File: src/rtl/burst_pkg.sv
package burst_pkg;
  typedef enum logic {
    ORD_INTLV  = 1'b0,
    ORD_LINEAR = 1'b1
  } burst_order_e;

  function automatic logic [1:0] burst_low(input burst_order_e ord,
                                           input logic [1:0] start,
                                           input logic [1:0] cnt);
    logic [1:0] sum;
    sum = start + cnt;
    return (ord == ORD_LINEAR) ? sum : (start ^ cnt);
  endfunction
endpackage

File: src/rtl/burst_seq.sv
module burst_seq
  import burst_pkg::*;
#(
  parameter int ADDR_W = 18
) (
  input  logic              clk_i,
  input  logic              rst_ni,
  input  logic              load_i,
  input  logic              step_i,
  input  logic              order_i,
  input  logic [ADDR_W-1:0] addr_i,
  output logic [ADDR_W-1:0] addr_o
);
  localparam int HI_W = ADDR_W - 2;

  logic [HI_W-1:0] hi_q;
  logic [1:0]      start_q, cnt_q;
  burst_order_e    ord_q;

  always_ff @(posedge clk_i or negedge rst_ni) begin
    if (!rst_ni) begin
      hi_q    <= '0;
      start_q <= '0;
      cnt_q   <= '0;
      ord_q   <= ORD_INTLV;
    end else if (load_i) begin
      hi_q    <= addr_i[ADDR_W-1:2];
      start_q <= addr_i[1:0];
      cnt_q   <= '0;
      ord_q   <= burst_order_e'(order_i);
    end else if (step_i) begin
      cnt_q   <= cnt_q + 2'd1;  // wraps inside group of four
    end
  end

  assign addr_o = {hi_q, burst_low(ord_q, start_q, cnt_q)};

  p_load_addr_r2: assert property (@(posedge clk_i) disable iff (!rst_ni)
    load_i |=> addr_o == $past(addr_i));
  p_hold_r8: assert property (@(posedge clk_i) disable iff (!rst_ni)
    (!load_i && !step_i) |=> $stable(addr_o));
  p_upper_fixed_r7: assert property (@(posedge clk_i) disable iff (!rst_ni)
    !load_i |=> $stable(addr_o[ADDR_W-1:2]));
  p_linear_step_r6: assert property (@(posedge clk_i) disable iff (!rst_ni)
    (step_i && !load_i && ord_q == ORD_LINEAR) |=> addr_o[1:0] == 2'($past(addr_o[1:0]) + 2'd1));
endmodule

File: src/rtl/wr_decode.sv
module wr_decode #(
  parameter int NUM_BYTES = 2
) (
  input  logic                 clk_i,
  input  logic                 rst_ni,
  input  logic                 en_i,
  input  logic                 wr_byte_i,
  input  logic                 wr_all_i,
  input  logic [NUM_BYTES-1:0] sel_i,
  output logic [NUM_BYTES-1:0] byte_we_o
);
  for (genvar g = 0; g < NUM_BYTES; g++) begin : g_lane
    always_ff @(posedge clk_i or negedge rst_ni) begin
      if (!rst_ni) byte_we_o[g] <= 1'b0;
      else         byte_we_o[g] <= en_i & (wr_all_i | (wr_byte_i & sel_i[g]));
    end
  end

  p_global_r11: assert property (@(posedge clk_i) disable iff (!rst_ni)
    (en_i && wr_all_i) |=> &byte_we_o);
  p_no_write_r12: assert property (@(posedge clk_i) disable iff (!rst_ni)
    (!en_i || (!wr_all_i && !wr_byte_i)) |=> byte_we_o == '0);
endmodule

File: src/rtl/burst_addr_gen.sv
module burst_addr_gen
  import burst_pkg::*;
#(
  parameter int ADDR_W    = 18,
  parameter int NUM_BYTES = 2
) (
  input  logic                 clk_i,
  input  logic                 rst_ni,
  input  logic [ADDR_W-1:0]    addr_i,
  input  logic                 strobe_p_i,
  input  logic                 strobe_c_i,
  input  logic                 adv_i,
  input  logic                 lin_order_i,
  input  logic                 en_a_i,
  input  logic                 en_b_i,
  input  logic                 en_c_ni,
  input  logic                 wr_byte_i,
  input  logic                 wr_all_i,
  input  logic [NUM_BYTES-1:0] byte_sel_i,
  output logic [ADDR_W-1:0]    addr_o,
  output logic                 active_o,
  output logic [NUM_BYTES-1:0] byte_we_o
);
  logic ce_all, strobe, load, desel, step, active_d, active_q;

  assign ce_all   = en_a_i & en_b_i & ~en_c_ni;
  assign strobe   = strobe_p_i | strobe_c_i;
  assign load     = strobe & ce_all;
  assign desel    = strobe & ~ce_all;
  assign step     = active_q & adv_i & ~strobe;  // strobe wins over advance
  assign active_d = load | (active_q & ~desel);

  always_ff @(posedge clk_i or negedge rst_ni) begin
    if (!rst_ni) active_q <= 1'b0;
    else         active_q <= active_d;
  end

  assign active_o = active_q;

  burst_seq #(.ADDR_W(ADDR_W)) i_seq (
    .clk_i   (clk_i),
    .rst_ni  (rst_ni),
    .load_i  (load),
    .step_i  (step),
    .order_i (lin_order_i),
    .addr_i  (addr_i),
    .addr_o  (addr_o)
  );

  wr_decode #(.NUM_BYTES(NUM_BYTES)) i_wr (
    .clk_i     (clk_i),
    .rst_ni    (rst_ni),
    .en_i      (active_d),
    .wr_byte_i (wr_byte_i),
    .wr_all_i  (wr_all_i),
    .sel_i     (byte_sel_i),
    .byte_we_o (byte_we_o)
  );

  p_start_r2: assert property (@(posedge clk_i) disable iff (!rst_ni)
    (strobe && ce_all) |=> active_o);
  p_deselect_r4: assert property (@(posedge clk_i) disable iff (!rst_ni)
    (strobe && !ce_all) |=> (!active_o && $stable(addr_o)));
  p_idle_adv_r8: assert property (@(posedge clk_i) disable iff (!rst_ni)
    (!active_o && !strobe) |=> $stable(addr_o));
endmodule

File: config.mk
export PLATFORM = sky130hd
export DESIGN_NAME = burst_addr_gen
export DESIGN_NICKNAME = d
export VERILOG_FILES = /design/src/rtl/burst_pkg.sv /design/src/rtl/burst_seq.sv /design/src/rtl/wr_decode.sv /design/src/rtl/burst_addr_gen.sv
export SDC_FILE = /design/constraint.sdc
export NUM_CORES = 1
export LEC_CHECK = 0
export ABC_CLOCK_PERIOD_IN_PS = 850
export CAP_MARGIN = 10
export CORE_MARGIN = 1.5
export CORE_UTILIZATION = 35
export DETAILED_ROUTE_END_ITERATION = 10
export PLACE_DENSITY_LB_ADDON = 0.05
export SYNTH_ARGS = -nofsm -noshare
export SYNTH_HDL_FRONTEND = slang
export SYNTH_SLANG_ARGS = --single-unit
File: constraint.sdc
create_clock -name clk_i -period 0.85 [get_ports clk_i]
set_input_delay 0.17 -clock clk_i [delete_from_list [all_inputs] [get_ports clk_i]]
set_output_delay 0.17 -clock clk_i [all_outputs]
set_load 0.03 [all_outputs]
Word level (Yosys, flattened, before mapping)
Cells that the tools add are included.

operators by class
  add/subtract/negate cells = 2
  muxes and demuxes = 3
  bitwise operators = 20
  reductions and logical operators = 1

operator list
  cell                                         count
  AND 1 bit                                    11
  2-to-1 mux 2 bit                             3
  inverter 1 bit                               4
  bitwise OR 1 bit                             4
  adder 2 x 1 -> 2 bit, second input constant  1
  adder 2 bit                                  1
  nonzero test 2 bit                           1
  XOR 2 bit                                    1

word-level totals
  bits in registers = 24
  output and inout port bits = 21

Logic depth before layout (Yosys ltp)
Gate-level depths: netlist of the first run.

  depth in word-level cells = 8
  depth in mapped cells = 4
  gate-level depth less buffers = 3

Hierarchy
From an unflattened synthesis of the first run, not the netlist that was laid out.

unflattened totals
  cells, all modules = 64
  area total of the unflattened synthesis = 1031.0 um^2

modules (own cells, without submodules)
  module          instances  cells each  area each (um^2)  sequential area each (um^2)
  burst_seq       1          51          898.4             525.5
  wr_decode       1          6           72.6              50.0
  burst_addr_gen  1          7           60.1              25.0

Worst setup path after synthesis of the first run
No wires, ideal clock.

  path type = reg2out
  start = register i_seq.cnt_q[0]
  end = output port addr_o[1]
  arrival = 1102 ps
  path slack = -422 ps
  cell stages (with the launch flop) = 4
  buffers on the path = 0
  cells stage by stage = dfrtp_1 ha_1 nand2_1 xnor2_1

on the way
  cells in the longest elaborated chain, start to end = 2

ends and longest elaborated chain
  what                    line                  RTL
  start, declared         burst_seq.sv:17       logic [1:0] start_q, cnt_q;
  start signal, assigned  burst_seq.sv:32       cnt_q <= cnt_q + 2'd1;
  adder 2 bit             burst_pkg.sv:11       sum = start + cnt;
  2-to-1 mux 2 bit        burst_pkg.sv:12       return (ord == ORD_LINEAR) ? sum : (start ^ cnt);
  end, declared           burst_addr_gen.sv:20  output logic [ADDR_W-1:0] addr_o,

Every way passes these cells.

Worst setup path in the final report of the first run
  start = register i_seq.start_q[1]
  end = output port addr_o[1]

on the way
  cells in the longest elaborated chain, start to end = 2
  elaborated cells between the ends (all ways) = 3
  classes of those cells = add/sub (1); mux (1); bitwise (1)

ends and longest elaborated chain
  what                                      line                              RTL
  start, declared                           burst_seq.sv:17
  start signal, assigned                    burst_seq.sv:28                   start_q <= addr_i[1:0];
  adder 2 bit or XOR 2 bit (tied branches)  burst_pkg.sv:11, burst_pkg.sv:12
  2-to-1 mux 2 bit (*)                      burst_pkg.sv:12

Every way passes the cells marked *; elsewhere a longest branch is shown, timed or not.

==> flow_summary.yaml, run 1 <==
outcome:
  outcome: "finished, violations left"
  violations: "design-rule violations, negative setup slack"
logic_synthesis:
  synthSimpleGateAreaFrac_pct: 7.049
  ys_ff_latch: 24
  synth_fa_ha_area_share_pct: 1.195
  netlist.area_leader.share_pct: 57.35
  yosysUniqueCellTypes: 16
  seq_area_frac_synth_pct: 57.35
  synth_xor_area_share_pct: 2.509
  async_flop_share_pct: 100.0
  synth_compound_area_share_pct: 1.912
  synthCells: 66
  synthTopCellsByCount: "dfrtp_1, mux2_4, nand2_1"
  synth_area_leaders: "dfrtp_1, mux2_4, buf_6"
  synth-edff-count: 0
  synth_top_family_by_area: "multiplexers"
  avgSynthCellArea_sq_um: 15.87
  yosys_warnings: 0
  yosysTopAreaCell: "dfrtp_1"
  synth_flop_cell: "dfrtp_1"
  muxShareOfSynthArea_pct: 27.84
  mappedNetlistArea_sq_um: 1047
  yosysMostFrequentCell: "dfrtp_1"
  syn-num-nets: 98
clock_network:
  cts_buffers: 3
  cts_tree: "done"
  root_buffer: "clkbuf_4"
  clk_latency_ns: 0.30
  clockBufferDepth: 2
  cts_hold_buf: 0
  clock-sinks: 24
  clkTransAtPathRegs_ns: 0.12
  cts_max_level: 1
worst_setup_path:
  crit_family: "flip-flops"
  crit_buf_inv: 1
  path_class: "reg -> out"
  critPathMaxStageDelay_ns: 0.43
  r2r_setup_slack_ns: -0.18
  crit_slowest_cell: "dfrtp_1"
  endpoint_kind: "output pin"
  crit_fanout: 2
  cp.arrival_ns: 1.28
  worstPathCellList: "xor2_2 -> xnor2_4 -> buf_6"
  start_kind: "flop"
  required_ns: 0.68
die:
  pin_count: 52
  chipHeight_microns: 57.70
  initial_utilization_pct: 37.33
  fp-row-count: 19
  die_w_microns: 57.70
  die-area_sq_um: 3329
  core_area_sq_um: 2805
layout:
  drive_above_1_share_pct: 59.59
  stdcell_area_sq_um: 1957
  area_growth_pct: 86.86
  diodes: 0
  final_nets: 179
sta:
  maxSlewHeadroom_pct: 84.04
  max_freq_ghz: 0.6913
  rsz0062_at_grt: "true"
  finalHoldViolCount: 0
  tns_ns: -5.888
  period_needed_ns: 1.446
  setup_violations: 39
  tightestPinTransition_ns: 0.2391
  hold_slack_ns: 0.1196
  layout_setup_ws_ns: -0.5965
  post-route-period-util_pct: 170.2
  slew_viol_final: 0
  worst_clock_skew_ns: 0.004588
job:
  drv_cap: 0
route:
  wl_per_cell_microns: 13.55
  dr.pass1.iters: 6
  wl_microns: 2399
  ant_nets: 0
  vias: 805
  drt_iter0_drc: 19
  via_per_inst: 4.548
  drcViolationCount: 6
placement:
  post_dp_cell_area_sq_um: 1645
  port_buffers: 51
  dpl.hpwl_microns: 1539
  gp_congestion: 0.6566
global_routing:
  antenna_found_initial: 0
  grt_pass1_vias: 933
  grt_start_max_net_pins: 25
  grt.overflow.total: 0
  grt_pass1_wl_microns: 4229
  gr-usage-all-layers_pct: 16.50
power:
  ir_worst_vdd_v: 0.001473
  p_leak_nw: 0.9126
  powerDensity_nw_per_um2: 1946
worst_hold_path:
  min_path_type: "in -> reg"
-- final timing paths --
| kind | start | end | cells past startpoint |
|---|---|---|---|
| min reg2reg | i_seq.ord_q | i_seq.ord_q | 1 |
| max reg2reg | active_o | i_seq.cnt_q[1] | 3 |
| max | i_seq.start_q[1] | addr_o[1] | 3 |
| min in group asynchronous | rst_ni | i_seq.hi_q[7] | 2 |
| min | en_c_ni | active_o | 3 |
| max in group asynchronous | rst_ni | active_o | 2 |
-- stage by stage --
| step | total power, mW | cells | utilization (%) | setup slack (ns) |
|---|---|---|---|---|
| final | 3.808 | 177 | 69.76 | -0.5965 |
| after global routing | 4.029 | 177 | 69.76 | -0.6820 |
| after CTS | 3.726 | 172 | 66.64 | -0.6275 |
| after detailed placement | 2.892 | 154 | 58.65 | -0.8247 |
| after global placement | 2.877 | 154 | 58.65 | -0.7986 |
| after floorplan | 2.334 | 66 | - | -0.2095 |
-- per-layer routing --
metal  global-route usage (%)  share of wire [%]  vias up
li1                         -                  -      387
met3                    5.357                7.3        2
met5                        0                  0        -
met4                    1.993               0.54        0
met2                    29.87                 53       30
met1                    19.62                 39      386
-- worst register-to-register path, cell delays in order (launching register included) --
cell,delay (ns)
dfrtp_2,0.39
and4bb_2,0.28
mux2i_1,0.20
nor3_1,0.06
-- cell usage in the layout, fill, tap and decap left out --
cell type        count
buf_6               36
clkdlybuf4s50_1     25
dfrtp_1             23
mux2_4              18
buf_4               13
a21oi_1              4
clkbuf_4             3
nand2_2              2
nand2_1              2
nor2_1               2
buf_2                2
nor2_4               1
nand2_4              1
or3_4                1
xor2_2               1
xnor2_4              1
nor3_4               1
and4bb_2             1
mux2i_1              1
nor3_1               1
xnor2_2              1
mux2_2               1
ha_4                 1
dfrtp_2              1
clkbuf_1             1
buf_8                1
buf_12               1
-- state kept, by name, indices dropped and copies added, names as in the netlist --
signal and count:
i_seq.ord_q 1, i_seq.cnt_q 2, i_wr.byte_we_o 2, i_seq.hi_q 16, active_o 1, i_seq.start_q 2
-- layout make-up --
type / instances / area (sq um)
Multi-Input combinational cell: 40 / 491.7
Tap cell: 31 / 38.79
Sequential cell: 24 / 601.8
Fill cell: 219 / 848.3
Timing Repair Buffer: 78 / 798.3
Clock buffer: 4 / 26.28
-- report_power, final --
part           total, mW  internal [mW]  switching (mW)
Clock              0.497          0.183           0.314
Sequential          1.53           1.35           0.178
Combinational       1.78           1.06           0.722
-- what timing repair did --
item | 4_1_cts | 5_1_grt
gates resized for setup | 50 | 16
gates cloned | 1 | 1
endpoints found under the setup margin | 45 | 43
buffers inserted | 13 | 9
pin swaps | 7 | 6
-- logic make-up (layout without fill, tap and decap cells) --
| group | count (synthesis) | count (layout) |
|---|---|---|
| XOR/XNOR | 3 | 3 |
| flip-flops | 24 | 24 |
| buffers and inverters | 2 | 82 |
| multiplexers | 20 | 20 |
| AND/OR/NAND/NOR | 12 | 12 |
| AO/OA/AOI/OAI | 4 | 4 |
| adder cells (fa/ha/maj) | 1 | 1 |
Power figures use the tool's default switching activity.
==> inputs of run 2 (changes only) <==
--- a/config.mk
+++ b/config.mk
@@ -10,7 +10,9 @@
 export CORE_MARGIN = 1.5
 export CORE_UTILIZATION = 35
 export DETAILED_ROUTE_END_ITERATION = 10
+export HOLD_SLACK_MARGIN = 0.03
 export PLACE_DENSITY_LB_ADDON = 0.05
+export REMOVE_ABC_BUFFERS = 1
 export SYNTH_ARGS = -nofsm -noshare
 export SYNTH_HDL_FRONTEND = slang
 export SYNTH_SLANG_ARGS = --single-unit
==> flow_summary.yaml, run 2 (synthesized netlist as in run 1, its figures left out) <==
sta:
  slew_viol_final: 0
  rsz0062_at_grt: "true"
  setup_violations: 39
  maxSlewHeadroom_pct: 87.17
  finalHoldViolCount: 0
  tns_ns: -6.082
  period_needed_ns: 1.444
  tightestPinTransition_ns: 0.1919
  post-route-period-util_pct: 169.9
  worst_clock_skew_ns: 0.01545
  max_freq_ghz: 0.6924
  layout_setup_ws_ns: -0.5942
clock_network:
  clock-sinks: 24
  cts_buffers: 3
  clkTransAtPathRegs_ns: 0.15
  cts_tree: "done"
  root_buffer: "clkbuf_4"
  cts_max_level: 1
  clk_latency_ns: 0.32
  cts_hold_buf: 0
  clockBufferDepth: 2
placement:
  dpl.hpwl_microns: 1420
  gp_congestion: 0.6709
  port_buffers: 51
worst_setup_path:
  cp.arrival_ns: 1.27
  crit_fanout: 2
  endpoint_kind: "output pin"
  required_ns: 0.68
  r2r_setup_slack_ns: -0.25
  path_class: "reg -> out"
  start_kind: "flop"
layout:
  fillers: 215
  area_growth_pct: 87.22
  layout_commonest_cell: "buf_6"
  final_nets: 175
  diodes: 0
  drive_above_1_share_pct: 58.45
  regMostFlops: "i_seq.hi_q"
  largest_register_ffs: 16
  post-route-util_pct: 69.89
  final_cell_mix: "buf_6, clkdlybuf4s50_1, dfrtp_1, mux2_4, buf_4"
route:
  drcViolationCount: 6
  dr.pass1.iters: 6
  ant_nets: 0
  wl_microns: 2373
  wl_per_cell_microns: 13.72
  drt_iter0_drc: 12
  vias: 794
  via_per_inst: 4.590
power:
  intPower_mw: 2.841
  seqPwrFrac_pct: 37.5
  p_leak_nw: 0.9230
  net-switching-power_mw: 1.239
  p_comb_share_pct: 42.1
  ir_worst_vdd_v: 0.001580
  switching_share_pct: 30.36
  powerDensity_nw_per_um2: 2081
  clkPwrFrac_pct: 20.4
die:
  fp-row-count: 19
  initial_utilization_pct: 37.33
  die_w_microns: 57.70
  pin_count: 52
  core_area_sq_um: 2805
  die-area_sq_um: 3329
  chipHeight_microns: 57.70
global_routing:
  gr-usage-all-layers_pct: 14.79
  antenna_found_initial: 0
  grt_start_max_net_pins: 25
  grt_pass1_wl_microns: 3767
  grt.overflow.total: 0
  grt_pass1_vias: 818
outcome:
  outcome: "finished, violations left"
  violations: "design-rule violations, negative setup slack"
worst_hold_path:
  min_path_type: "in -> reg"
job:
  drv_cap: 0
-- run 2: what timing repair did --
item / 4_1_cts / 5_1_grt
pin swaps: 5 / 3
cloned: 2 / 0
setup endpoints to repair: 45 / 40
setup buffers: 10 / 8
resized for setup: 52 / 14
-- run 2: routing by layer --
metal / up-vias / global-route usage, % / routed length (microns)
met5: - / 0 / 0
met4: 0 / 2.990 / 13
met3: 2 / 5.134 / 173
met2: 31 / 23.86 / 1159
met1: 383 / 19.42 / 1026
li1: 378 / - / -
-- run 2: through the flow --
stage                     cell area (sq um)  hold slack, ns  power [mW]  std cells  setup WS (ns)
after global routing                   1961          0.1164       4.243        173        -0.6560
after CTS                              1872          0.1263       3.958        168        -0.5974
final                                  1961          0.1389       4.079        173        -0.5942
after floorplan                        1025         -0.1256       2.249         64        -0.7112
after detailed placement               1592          0.4959       2.818        152        -0.7727
after global placement                 1592          0.4971       2.807        152        -0.7430
-- run 2: path summary, 6_finish.rpt --
kind	start	to	cells after the start
max	i_seq.cnt_q[0]	addr_o[1]	4
max reg2reg	active_o	i_seq.cnt_q[1]	4
min in group asynchronous	rst_ni	i_seq.ord_q	2
min reg2reg	i_seq.hi_q[7]	i_seq.hi_q[7]	1
max in group asynchronous	rst_ni	i_seq.hi_q[2]	2
min	en_c_ni	active_o	3
-- run 2: cell type report --
| type | count | area [sq um] | share of cell area, % |
|---|---|---|---|
| clock buffers | 3 | 22.52 | 1.149 |
| flip-flops and latches | 24 | 600.6 | 30.63 |
| well taps | 31 | 38.79 | 1.978 |
| multi-input cells | 40 | 490.5 | 25.02 |
| clock inverters | 1 | 30.03 | 1.532 |
| repair buffers | 74 | 778.2 | 39.69 |
-- run 2: worst max-delay path, stage by stage (launching register included) --
cell     delay (ns)
dfrtp_1        0.45
ha_4           0.18
nand2_4        0.06
xnor2_2        0.11
buf_6          0.15
-- run 2: power by group through the flow --
stage | sequential [mW] | clock (mW) | combinational [mW]
4_1_cts | 1.50 | 0.854 | 1.60
3_5_place_dp | 1.49 | 0 | 1.33
6_report | 1.53 | 0.832 | 1.72
5_1_grt | 1.55 | 0.894 | 1.80
2_1_floorplan | 1.82 | 0 | 0.427
3_3_place_gp | 1.49 | 0 | 1.32
==> inputs of run 3 (changes only) <==
--- a/config.mk
+++ b/config.mk
@@ -9,6 +9,7 @@
 export CAP_MARGIN = 10
 export CORE_MARGIN = 1.5
 export CORE_UTILIZATION = 35
+export CTS_CLUSTER_DIAMETER = 50
 export DETAILED_ROUTE_END_ITERATION = 10
 export HOLD_SLACK_MARGIN = 0.03
 export PLACE_DENSITY_LB_ADDON = 0.05
==> results of run 3 <==
Final layout, timing and power as in run 2 (identical DEF).
